<file path="src/rtl/wprot_pkg.sv">
package wprot_pkg;

  typedef enum logic [2:0] {
    ST_IDLE = 3'd0,
    ST_B1   = 3'd1,  // 1st pair seen, expect alt/55
    ST_B2   = 3'd2,  // expect main/A0 or main/80
    ST_ARM  = 3'd3,  // next write is committed, then lock
    ST_U3   = 3'd4,  // release: expect main/AA
    ST_U4   = 3'd5,  // release: expect alt/55
    ST_U5   = 3'd6   // release: expect main/20
  } step_e;

  localparam logic [15:0] MAIN_ADDR = 16'h5555;
  localparam logic [14:0] ALT_ADDR  = 15'h2AAA;
  localparam int          ALT_BITS  = 15;

  localparam logic [7:0] D_START = 8'hAA;
  localparam logic [7:0] D_SECND = 8'h55;
  localparam logic [7:0] D_LOCK  = 8'hA0;
  localparam logic [7:0] D_REL1  = 8'h80;
  localparam logic [7:0] D_REL2  = 8'h20;

endpackage

</file>
<file path="src/rtl/wprot_seq_match.sv">
module wprot_seq_match
  import wprot_pkg::*;
#(
  parameter int ADDR_W = 17,
  parameter int DATA_W = 8
) (
  input  step_e             step_i,
  input  logic [ADDR_W-1:0] addr_i,
  input  logic [DATA_W-1:0] data_i,
  output step_e             step_nxt_o,
  output logic              hit_o,
  output logic              arm_fire_o,
  output logic              unlock_o
);

  logic at_main, at_alt, is_start;

  assign at_main  = (addr_i == ADDR_W'(MAIN_ADDR));
  assign at_alt   = (addr_i[ALT_BITS-1:0] == ALT_ADDR);  // upper bits aliased
  assign is_start = at_main && (data_i == DATA_W'(D_START));

  always_comb begin
    step_nxt_o = ST_IDLE;
    hit_o      = 1'b0;
    arm_fire_o = 1'b0;
    unlock_o   = 1'b0;
    case (step_i)
      ST_ARM: arm_fire_o = 1'b1;
      ST_B1, ST_U4: begin
        if (at_alt && data_i == DATA_W'(D_SECND)) begin
          step_nxt_o = (step_i == ST_B1) ? ST_B2 : ST_U5;
          hit_o      = 1'b1;
        end
      end
      ST_B2: begin
        if (at_main && data_i == DATA_W'(D_LOCK)) begin
          step_nxt_o = ST_ARM;
          hit_o      = 1'b1;
        end else if (at_main && data_i == DATA_W'(D_REL1)) begin
          step_nxt_o = ST_U3;
          hit_o      = 1'b1;
        end
      end
      ST_U3: begin
        if (is_start) begin
          step_nxt_o = ST_U4;
          hit_o      = 1'b1;
        end
      end
      ST_U5: begin
        if (at_main && data_i == DATA_W'(D_REL2)) begin
          hit_o    = 1'b1;
          unlock_o = 1'b1;
        end
      end
      default: ;
    endcase
    // mismatch that is itself the opening pair restarts at step one
    if (!hit_o && !arm_fire_o && step_i != ST_U3 && is_start) begin
      step_nxt_o = ST_B1;
      hit_o      = 1'b1;
    end
  end

endmodule

</file>
<file path="src/rtl/wprot_gap_timer.sv">
module wprot_gap_timer #(
  parameter int WINDOW_CLKS = 1500,
  localparam int CNT_W = $clog2(WINDOW_CLKS + 1)
) (
  input  logic clk_i,
  input  logic rst_ni,
  input  logic active_i,
  input  logic wr_valid_i,
  output logic expire_o
);

  logic [CNT_W-1:0] tmr_q;

  assign expire_o = active_i && !wr_valid_i && (tmr_q == CNT_W'(WINDOW_CLKS - 1));

  always_ff @(posedge clk_i or negedge rst_ni) begin
    if (!rst_ni)                                tmr_q <= '0;
    else if (wr_valid_i || !active_i || expire_o) tmr_q <= '0;
    else                                        tmr_q <= tmr_q + 1'b1;
  end

  p_tmr_bound_r8: assert property (@(posedge clk_i) disable iff (!rst_ni)
    tmr_q < CNT_W'(WINDOW_CLKS));

endmodule

</file>
<file path="src/rtl/wprot_state.sv">
module wprot_state #(
  parameter bit INIT_PROTECT = 1'b0
) (
  input  logic clk_i,
  input  logic rst_ni,
  input  logic lock_i,
  input  logic unlock_i,
  output logic prot_o
);

  always_ff @(posedge clk_i or negedge rst_ni) begin
    if (!rst_ni)       prot_o <= INIT_PROTECT;
    else if (lock_i)   prot_o <= 1'b1;
    else if (unlock_i) prot_o <= 1'b0;
  end

endmodule

</file>
<file path="src/rtl/wprot_seq_guard.sv">
module wprot_seq_guard
  import wprot_pkg::*;
#(
  parameter int ADDR_W      = 17,
  parameter int DATA_W      = 8,
  parameter int WINDOW_CLKS = 1500,
  parameter bit INIT_PROTECT = 1'b0
) (
  input  logic              clk_i,
  input  logic              rst_ni,
  input  logic              wr_valid_i,
  input  logic [ADDR_W-1:0] wr_addr_i,
  input  logic [DATA_W-1:0] wr_data_i,
  output logic              wr_allow_o,
  output logic              cmd_byte_o,
  output logic              protected_o
);

  step_e step_q, step_nxt;
  logic  hit, arm_fire, unlock, expire, prot_q;

  wprot_seq_match #(.ADDR_W(ADDR_W), .DATA_W(DATA_W)) i_match (
    .step_i    (step_q),
    .addr_i    (wr_addr_i),
    .data_i    (wr_data_i),
    .step_nxt_o(step_nxt),
    .hit_o     (hit),
    .arm_fire_o(arm_fire),
    .unlock_o  (unlock)
  );

  wprot_gap_timer #(.WINDOW_CLKS(WINDOW_CLKS)) i_timer (
    .clk_i     (clk_i),
    .rst_ni    (rst_ni),
    .active_i  (step_q != ST_IDLE),
    .wr_valid_i(wr_valid_i),
    .expire_o  (expire)
  );

  wprot_state #(.INIT_PROTECT(INIT_PROTECT)) i_state (
    .clk_i   (clk_i),
    .rst_ni  (rst_ni),
    .lock_i  (wr_valid_i && arm_fire),
    .unlock_i(wr_valid_i && unlock),
    .prot_o  (prot_q)
  );

  always_ff @(posedge clk_i or negedge rst_ni) begin
    if (!rst_ni)         step_q <= ST_IDLE;
    else if (wr_valid_i) step_q <= step_nxt;
    else if (expire)     step_q <= ST_IDLE;
  end

  assign wr_allow_o  = wr_valid_i && (!prot_q || step_q == ST_ARM);
  assign cmd_byte_o  = wr_valid_i && hit;
  assign protected_o = prot_q;

  p_lock_after_arm_r3: assert property (@(posedge clk_i) disable iff (!rst_ni)
    $rose(prot_q) |-> $past(wr_valid_i && step_q == ST_ARM));

  p_unlock_after_rel_r6: assert property (@(posedge clk_i) disable iff (!rst_ni)
    $fell(prot_q) |-> $past(wr_valid_i && step_q == ST_U5 && unlock));

  p_block_locked_r4: assert property (@(posedge clk_i) disable iff (!rst_ni)
    (prot_q && wr_valid_i && step_q != ST_ARM) |-> !wr_allow_o);

  p_cmd_with_valid_r10: assert property (@(posedge clk_i) disable iff (!rst_ni)
    cmd_byte_o |-> wr_valid_i);

  p_idle_only_drop_r9: assert property (@(posedge clk_i) disable iff (!rst_ni)
    (!$past(wr_valid_i) && step_q != $past(step_q)) |-> step_q == ST_IDLE);

endmodule

</file>
<file path="config.mk">
export PLATFORM = sky130hd
export DESIGN_NAME = wprot_seq_guard
export DESIGN_NICKNAME = d
export VERILOG_FILES = /design/src/rtl/wprot_pkg.sv /design/src/rtl/wprot_seq_match.sv /design/src/rtl/wprot_gap_timer.sv /design/src/rtl/wprot_state.sv /design/src/rtl/wprot_seq_guard.sv
export SDC_FILE = /design/constraint.sdc
export NUM_CORES = 1
export LEC_CHECK = 0
export BUFFER_PORTS_ARGS = -buffer_cell sky130_fd_sc_hd__buf_2
export CAP_MARGIN = 20
export CORE_MARGIN = 10
export CORE_UTILIZATION = 52
export CTS_BUF_LIST = sky130_fd_sc_hd__clkbuf_4
export DETAILED_ROUTE_END_ITERATION = 6
export GPL_ROUTABILITY_DRIVEN = 1
export PLACE_DENSITY = 0.81
export SLEW_MARGIN = 30
export SYNTH_ARGS = -nofsm -noshare
export SYNTH_HDL_FRONTEND = slang
export SYNTH_SLANG_ARGS = --single-unit
</file>
<file path="constraint.sdc">
create_clock -name clk_i -period 1.6 [get_ports clk_i]
set_input_delay 0.16 -clock clk_i [delete_from_list [all_inputs] [get_ports clk_i]]
set_output_delay 0.16 -clock clk_i [all_outputs]
set_load 0.02 [all_outputs]
</file>
==> results of run 1 <==
[cell type report]
type                       instances  area share, %
tap                               25          2.352
clock buffer                       4          2.258
inverter                           4          1.129
multi-input combinational         81          45.63
timing repair buffer              44          20.32
sequential                        15          28.32
[stage by stage]
stage	std cells	total power, mW	hold slack [ps]	setup WS, ps	setup TNS (ps)
2_1_floorplan	102	0.4161	-135.6	204.9	0
3_3_place_gp	162	0.4718	71.09	31.86	0
3_5_place_dp	162	0.4746	77.51	11.58	0
4_1_cts	171	0.7046	142.0	-132.1	-132.1
5_1_grt	173	0.7382	161.1	-274.4	-337.2
6_report	173	0.7028	154.8	-150.9	-150.9
[critical path: cells and delay by family, from the launching register on]
kind / cells / cell delay, ps
compound gates: 3 / 400
flops: 1 / 410
simple gates: 2 / 380
buf+inv: 1 / 120
[synth_stat cells, drive strengths merged, types with 2 or more instances]
library cell	n	share of area, %
nor2	14	5.3
dfrtp	15	38
xor2	5	4.4
o21ai	3	1.5
nor4b	3	3.3
nor3	5	3.7
nand4b	2	1.8
nand4bb	2	2.3
nand3b	2	1.5
nand2	4	1.5
inv	4	1.5
and3	6	3.8
nor4bb	3	3.0
a21oi	5	2.9
xnor2	4	3.5
nor4	3	4.9
nand3	7	3.5
[per-layer routing]
metal  routed length, µm  part of all wire [%]  GRT usage [%]  vias up
li1                    -                     -              -      474
met4                  55                   2.1          4.918        0
met3                  69                   2.7          2.650        7
met2                1348                    52          20.98       18
met5                   0                     0              0        -
met1                1116                    43          14.53      478
[layout by cell type (no fill, tap or decap), types with 2 or more instances in the layout]
cell and n:
buf_2 28, nor2_1 14, dfrtp_1 14, buf_4 13
nand3_1 7, and3_1 5, xor2_1 5, xnor2_1 4
inv_1 4, nand2_1 4, clkbuf_4 4, nor4bb_1 3
o21ai_1 3, a21oi_1 3, nand3b_1 2, nor3_2 2
nand4b_1 2, nand4bb_1 2, nor4_4 2, nor4b_2 2
nor3_1 2, buf_6 2
[registers in the layout (all words and copies together), names as in the netlist]
signal and count:
i_timer.tmr_q 11, step_q 3, i_state.prot_o 1
[worst min-delay path by stage]
stage            startpoint               end  slack (ps)  cells after the start
6_report       wr_data_i[5]    i_state.prot_o         150                      2
5_1_grt        wr_data_i[5]    i_state.prot_o         160                      2
4_1_cts        wr_data_i[5]    i_state.prot_o         140                      2
3_5_place_dp         rst_ni  i_timer.tmr_q[3]          80                      1
3_3_place_gp         rst_ni  i_timer.tmr_q[3]          70                      1
2_1_floorplan        rst_ni    i_state.prot_o        -140                      0
[power groups by stage]
| stage | clock network [mW] | registers, mW | logic, mW |
|---|---|---|---|
| finish | 0.228 | 0.379 | 0.0964 |
| global route | 0.253 | 0.379 | 0.107 |
| CTS | 0.233 | 0.379 | 0.0928 |
| detailed placement | 0 | 0.386 | 0.0883 |
| global placement | 0 | 0.386 | 0.0855 |
| floorplan | 0 | 0.386 | 0.0297 |
[logic make-up (layout without fill, tap and decap cells)]
| family | after synthesis | in the layout |
|---|---|---|
| AO/OA/AOI/OAI | 15 | 15 |
| adder cells (fa/ha/maj) | 1 | 1 |
| XOR/XNOR | 9 | 9 |
| flip-flops | 15 | 15 |
| buffers and inverters | 6 | 52 |
| AND/OR/NAND/NOR | 56 | 56 |
[what timing repair did]
| item | 4_1_cts | 5_1_grt |
|---|---|---|
| setup endpoints to repair | 1 | 13 |
| pin swaps | 1 | 2 |
| buffers inserted | 4 | 3 |
| hold endpoints to repair | 15 | 0 |
| hold buffers | 1 | 0 |
| gates resized for setup | 7 | 4 |
==> summary.txt, run 1 <==
Run status
  – Status: complete, but fails checks
  – Failing checks: negative setup slack

Critical path
  – Crit-path cells: nand3b_1 -> nor4_4 -> o21ai_1 -> a21boi_1 -> o21a_1 -> buf_6
  – Worst r2r src: i_timer.tmr_q[4]
  – Worst setup endpoint: cmd_byte_o
  – Crit-path slowest cell: dfrtp_1
  – Worst setup SP type: flop
  – Critical path startpoint: step_q[0]
  – Reg2reg end: i_timer.tmr_q[6]
  – Worst Path Arrival: about 1600 ps
  – Req. time, crit path: between 1000 and 1500 ps
  – CP max stage delay: 410 ps
  – Crit. End Element: output port
  – Reg2Reg Depth: 6
  – CP Max Fanout: 4
  – WS Path Type: reg -> out
  – R2R setup slack: 60 ps

GRT
  – Initial antenna violation count: 0
  – Largest net degree at the start of global routing: 16
  – Total GRT Usage: around an eighth
  – Global-route wire length before repair: ~4200 µm
  – Vias in the first global route: 955
  – Total gr overflow: 0

Die
  – # IOs: 31
  – Core Area: roughly 1800 µm²
  – Die ar.: between 4000 and 5000 µm²
  – Initial cell density of the core: a little under three fifths
  – Die Width: 63.57 µm
  – Die Ht: ~64 µm
  – Cell Rows: 15

Place
  – HPWL after DPL: slightly below 2000 µm
  – Cell Area, Placed: around 1200 µm²
  – PortBufs: 30
  – RD Place Congestion: 0.7989

Synth
  – Post-Synth Adder-Cell Area: between 1 and 1.5%
  – #FFs+latches synth: 15
  – Ys Warns: 0
  – Synth Cell Area: between 900 and 1000 µm²
  – Sequential area share after synthesis: between 30% and 40%
  – Post-synth cell types: 36
  – Synth Area in Compound Gates: between 10% and 20%
  – Syn avg cell area: between 9 and 10 µm²
  – Xor/xnor share of the synthesized area: between 7 and 8%
  – Top_reg_cell synth: dfrtp_1
  – Cells after Synth: 102
  – Simple-gate area share of the yosys netlist: 39.29%
  – Syn Nets: about 130
  – Largest family of logic cells by synthesized area: simple AND/OR/NAND/NOR gates
  – Synth async-reset ratio: 100.0%
  – Mux share of post-synthesis cell area: 0%
  – Number of synthesized flops with an enable pin: 0

Timing
  – Slew headroom: slightly below 80%
  – Max Clk Rate: 571.1 MHz
  – Hold Violations, Final: 0
  – Final Setup Violations: 1
  – Max Slew Vio Count: 0
  – Worst-margin pin slew: approximately 340 ps
  – Minimum clock period: between 1500 and 2000 ps
  – Worst Skew: 4.165 ps
  – Period utilization: 109.4%
  – Setup repair after global routing missed its margin: yes
  – Setup slack after layout: -150.9 ps

Finish
  – Share of layout cells above drive strength 1: between 40% and 50%
  – Layout Nets: between 150 and 200
  – Final Util: 75.39%
  – N_diodes: 0
  – Multi-input logic area: about 600 µm²
  – Area grow syn2layout: 34.73%
  – Sequential cell area: ~380 µm²
  – Final-layout fill cell count: 138
  – Post-route cell area: around 1300 µm²

Drt
  – Vias: about 980
  – Final wirelength: 2590 µm
  – Antenna viol nets, final: 0
  – Drt first pass iters: 4
  – WL per Instance: 14.97 µm
  – Post-route DRC: 0
  – Via-to-Cell Ratio: 5.647
  – Initial drt markers: 24

Pwr
  – Switching part of the total: between 20% and 30%
  – Peak VDD IR: 0.4848 mV
  – Lkg Pwr: 0.6151 nW
  – Sw power: ~0.16 mW
  – Combinational power share: about 14%
  – Register share of total power: 53.9%
  – Clock power share: between 30% and 40%
  – Int Pwr: roughly 0.54 mW
  – Power per cell area: around 530 nW/µm²

Hold path
  – Hold Crit Class: in -> reg

Flow run
  – Max-cap violation count: 0

Clocking
  – Clock slew at reported path FFs: roughly 80 ps
  – Clk_lat worst skew: 280 ps
  – Clock tree buffer depth: 2
  – Clock root buffer: clkbuf_4
  – H-tree levels: 1
  – CTS tree: done
  – CTS Buf Count: 3
  – Clk sink count: 15
Note: power is estimated with default switching activity, not from simulation.
==> run 2, diff against run 1 <==
Clock period 1.6 ns to 1.8 ns, I/O delays scaled along.
==> summary.txt, run 2 (synthesis gave the netlist of run 1 again) <==
Timing
  – Hold Violations, Final: 0 (unchanged)
  – Slew headroom: 74.99% (-2.4 points)
  – Setup slack after layout: -11.98 ps (+139.0 ps)
  – Worst Skew: 2.210 ps (-1.955 ps)
  – Setup TNS: -11.98 ps (+139.0 ps)
  – Max Slew Vio Count: 0 (unchanged)
  – Max Clk Rate: around 550 MHz
  – Setup repair after global routing missed its margin: yes
  – Period utilization: 100.7%
  – Worst-margin pin slew: 371.7 ps (+35.59 ps)
  – Final Setup Violations: 1 (unchanged)
  – Minimum clock period: between 1500 and 2000 ps

Finish
  – Final-layout fill cell count: 158 (+14%)
  – N_diodes: 0 (unchanged)
  – Sequential cell area: 377.9 µm² (+0.33%)
  – Share of layout cells above drive strength 1: 36.43% (-4.8 points)
  – Layout Nets: 170 (-4.5%)
  – Area grow syn2layout: 26.36%
  – Commonest cells after routing, fill and taps aside: 29 x buf_2, 14 x nor2_1, 13 x dfrtp_1
  – Commonest non-fill, non-tap cell in the layout: buf_2
  – Biggest regs: i_timer.tmr_q: 11 flops, step_q: 3 flops, i_state.prot_o: 1 flops
  – Most flop-heavy register: i_timer.tmr_q
  – Post-route cell area: 1247 µm² (-6.2%)
  – Max reg flops: 11 (unchanged)
  – Multi-input logic area: 589.3 µm² (-2.9%)

Pwr
  – Power per cell area: 496.0 nW/µm² (-6.1%)
  – Final Power: 0.6187 mW (-12%)
  – Peak VDD IR: 0.5050 mV (+4.2%)
  – Lkg Pwr: 0.5642 nW (-8.3%)

Clocking
  – Clock slew at reported path FFs: 90 ps (about the same)
  – CTS tree: done
  – Clk_lat worst skew: 280 ps (about the same)
  – Clock tree buffer depth: 2 (unchanged)
  – CTS Buf Count: 3 (unchanged)
  – Clk sink count: 15 (unchanged)
  – H-tree levels: 1 (unchanged)
  – Clock root buffer: clkbuf_4

Drt
  – Final wirelength: 2611 µm (+0.81%)
  – WL per Instance: 15.82 µm (+5.7%)
  – Vias: 930 (-4.8%)
  – Via-to-Cell Ratio: 5.636 (-0.20%)
  – Drt first pass iters: 4 (unchanged)
  – Antenna viol nets, final: 0 (unchanged)
  – Post-route DRC: 0 (unchanged)
  – Initial drt markers: 37 (+54%)

Hold path
  – Hold depth: 2 (unchanged)
  – Hold Crit Class: in -> reg

Place
  – RD Place Congestion: 0.8134 (+1.8%)
  – Cell Area, Placed: 1165 µm² (-3.1%)
  – HPWL after DPL: 2039 µm (+2.9%)
  – PortBufs: 30 (unchanged)
  – Setup WS pre-CTS: 139.6 ps (+128.1 ps)

GRT
  – Total GRT Usage: 13.17% (+0.85 points)
  – Total gr overflow: 0 (unchanged)
  – Global-route wire length before repair: 4395 µm (+5.1%)
  – Largest net degree at the start of global routing: 16 (unchanged)
  – Initial antenna violation count: 0 (unchanged)
  – Vias in the first global route: 972 (+1.8%)

Critical path
  – CP Max Fanout: 5 (+1)
  – Crit. End Element: output port
  – Worst setup SP type: flop
  – WS Path Type: reg -> out
  – Req. time, crit path: 1620 ps (+180 ps)
  – Worst Path Arrival: 1630 ps (+40 ps)
  – Reg2Reg Depth: 6 (unchanged)

Die
  – Initial cell density of the core: 55.96% (unchanged)
  – Die Ht: 63.57 µm (unchanged)
  – Core Area: 1764 µm² (unchanged)
  – Die Width: 63.57 µm (unchanged)
  – Cell Rows: 15 (unchanged)
  – # IOs: 31 (unchanged)
  – Die ar.: 4041 µm² (unchanged)

Run status
  – Status: complete, but fails checks
  – Failing checks: negative setup slack

Flow run
  – Max-cap violation count: 0 (unchanged)
## run 2: worst paths after layout
path                                    end  slack, ps             start
setup / recovery                 cmd_byte_o        -10         step_q[1]
hold / removal               i_state.prot_o        170      wr_data_i[5]
setup reg to reg           i_timer.tmr_q[0]        200  i_timer.tmr_q[4]
hold reg to reg            i_timer.tmr_q[0]        510  i_timer.tmr_q[0]
max in group asynchronous         step_q[2]       1200            rst_ni
min in group asynchronous  i_timer.tmr_q[4]        330            rst_ni
## run 2: stage by stage
| step | instances | util [%] | hold WS, ps |
|---|---|---|---|
| after floorplan | 102 | - | -115.6 |
| after global placement | 157 | 66.03 | 91.17 |
| after detailed placement | 157 | 66.03 | 98.03 |
| after CTS | 165 | 70.21 | 164.9 |
| after global routing | 165 | 70.71 | 181.2 |
| final | 165 | 70.71 | 167.3 |
## run 2: final cells by class
| cell class | count | area share (%) |
|---|---|---|
| sequential | 15 | 30.29 |
| clock buffer | 4 | 2.407 |
| multi-input combinational | 81 | 47.24 |
| inverter | 4 | 1.204 |
| tap | 25 | 2.508 |
| timing repair buffer | 36 | 16.35 |
## run 2: layer usage
metal	track usage, %	wire, µm
met5	0	0
met4	3.279	36
met1	13.48	990
met2	25.25	1481
met3	3.710	102
## run 2: power by group
group | internal [mW] | switching [mW]
Clock | 0.101 | 0.105
Combinational | 0.0361 | 0.0404
Sequential | 0.337 | 0.00000000275
Total | 0.474 | 0.145
## run 2: repair_timing
item | in CTS | in global routing
endpoints found under the setup margin | 1 | 1
hold buffers | 1 | 0
endpoints found under the hold margin | 15 | 0
gates resized for setup | 4 | 2
buffers inserted | 3 | 0
cloned | 0 | 0
pin swaps | 0 | 1
## run 2: worst max-delay path, stage by stage (launching register included)
cell and delay (ps):
dfrtp_2 440, and3b_2 260, nor3_2 150, o21ai_1 70
a21boi_1 160, o21a_1 150, buf_6 120
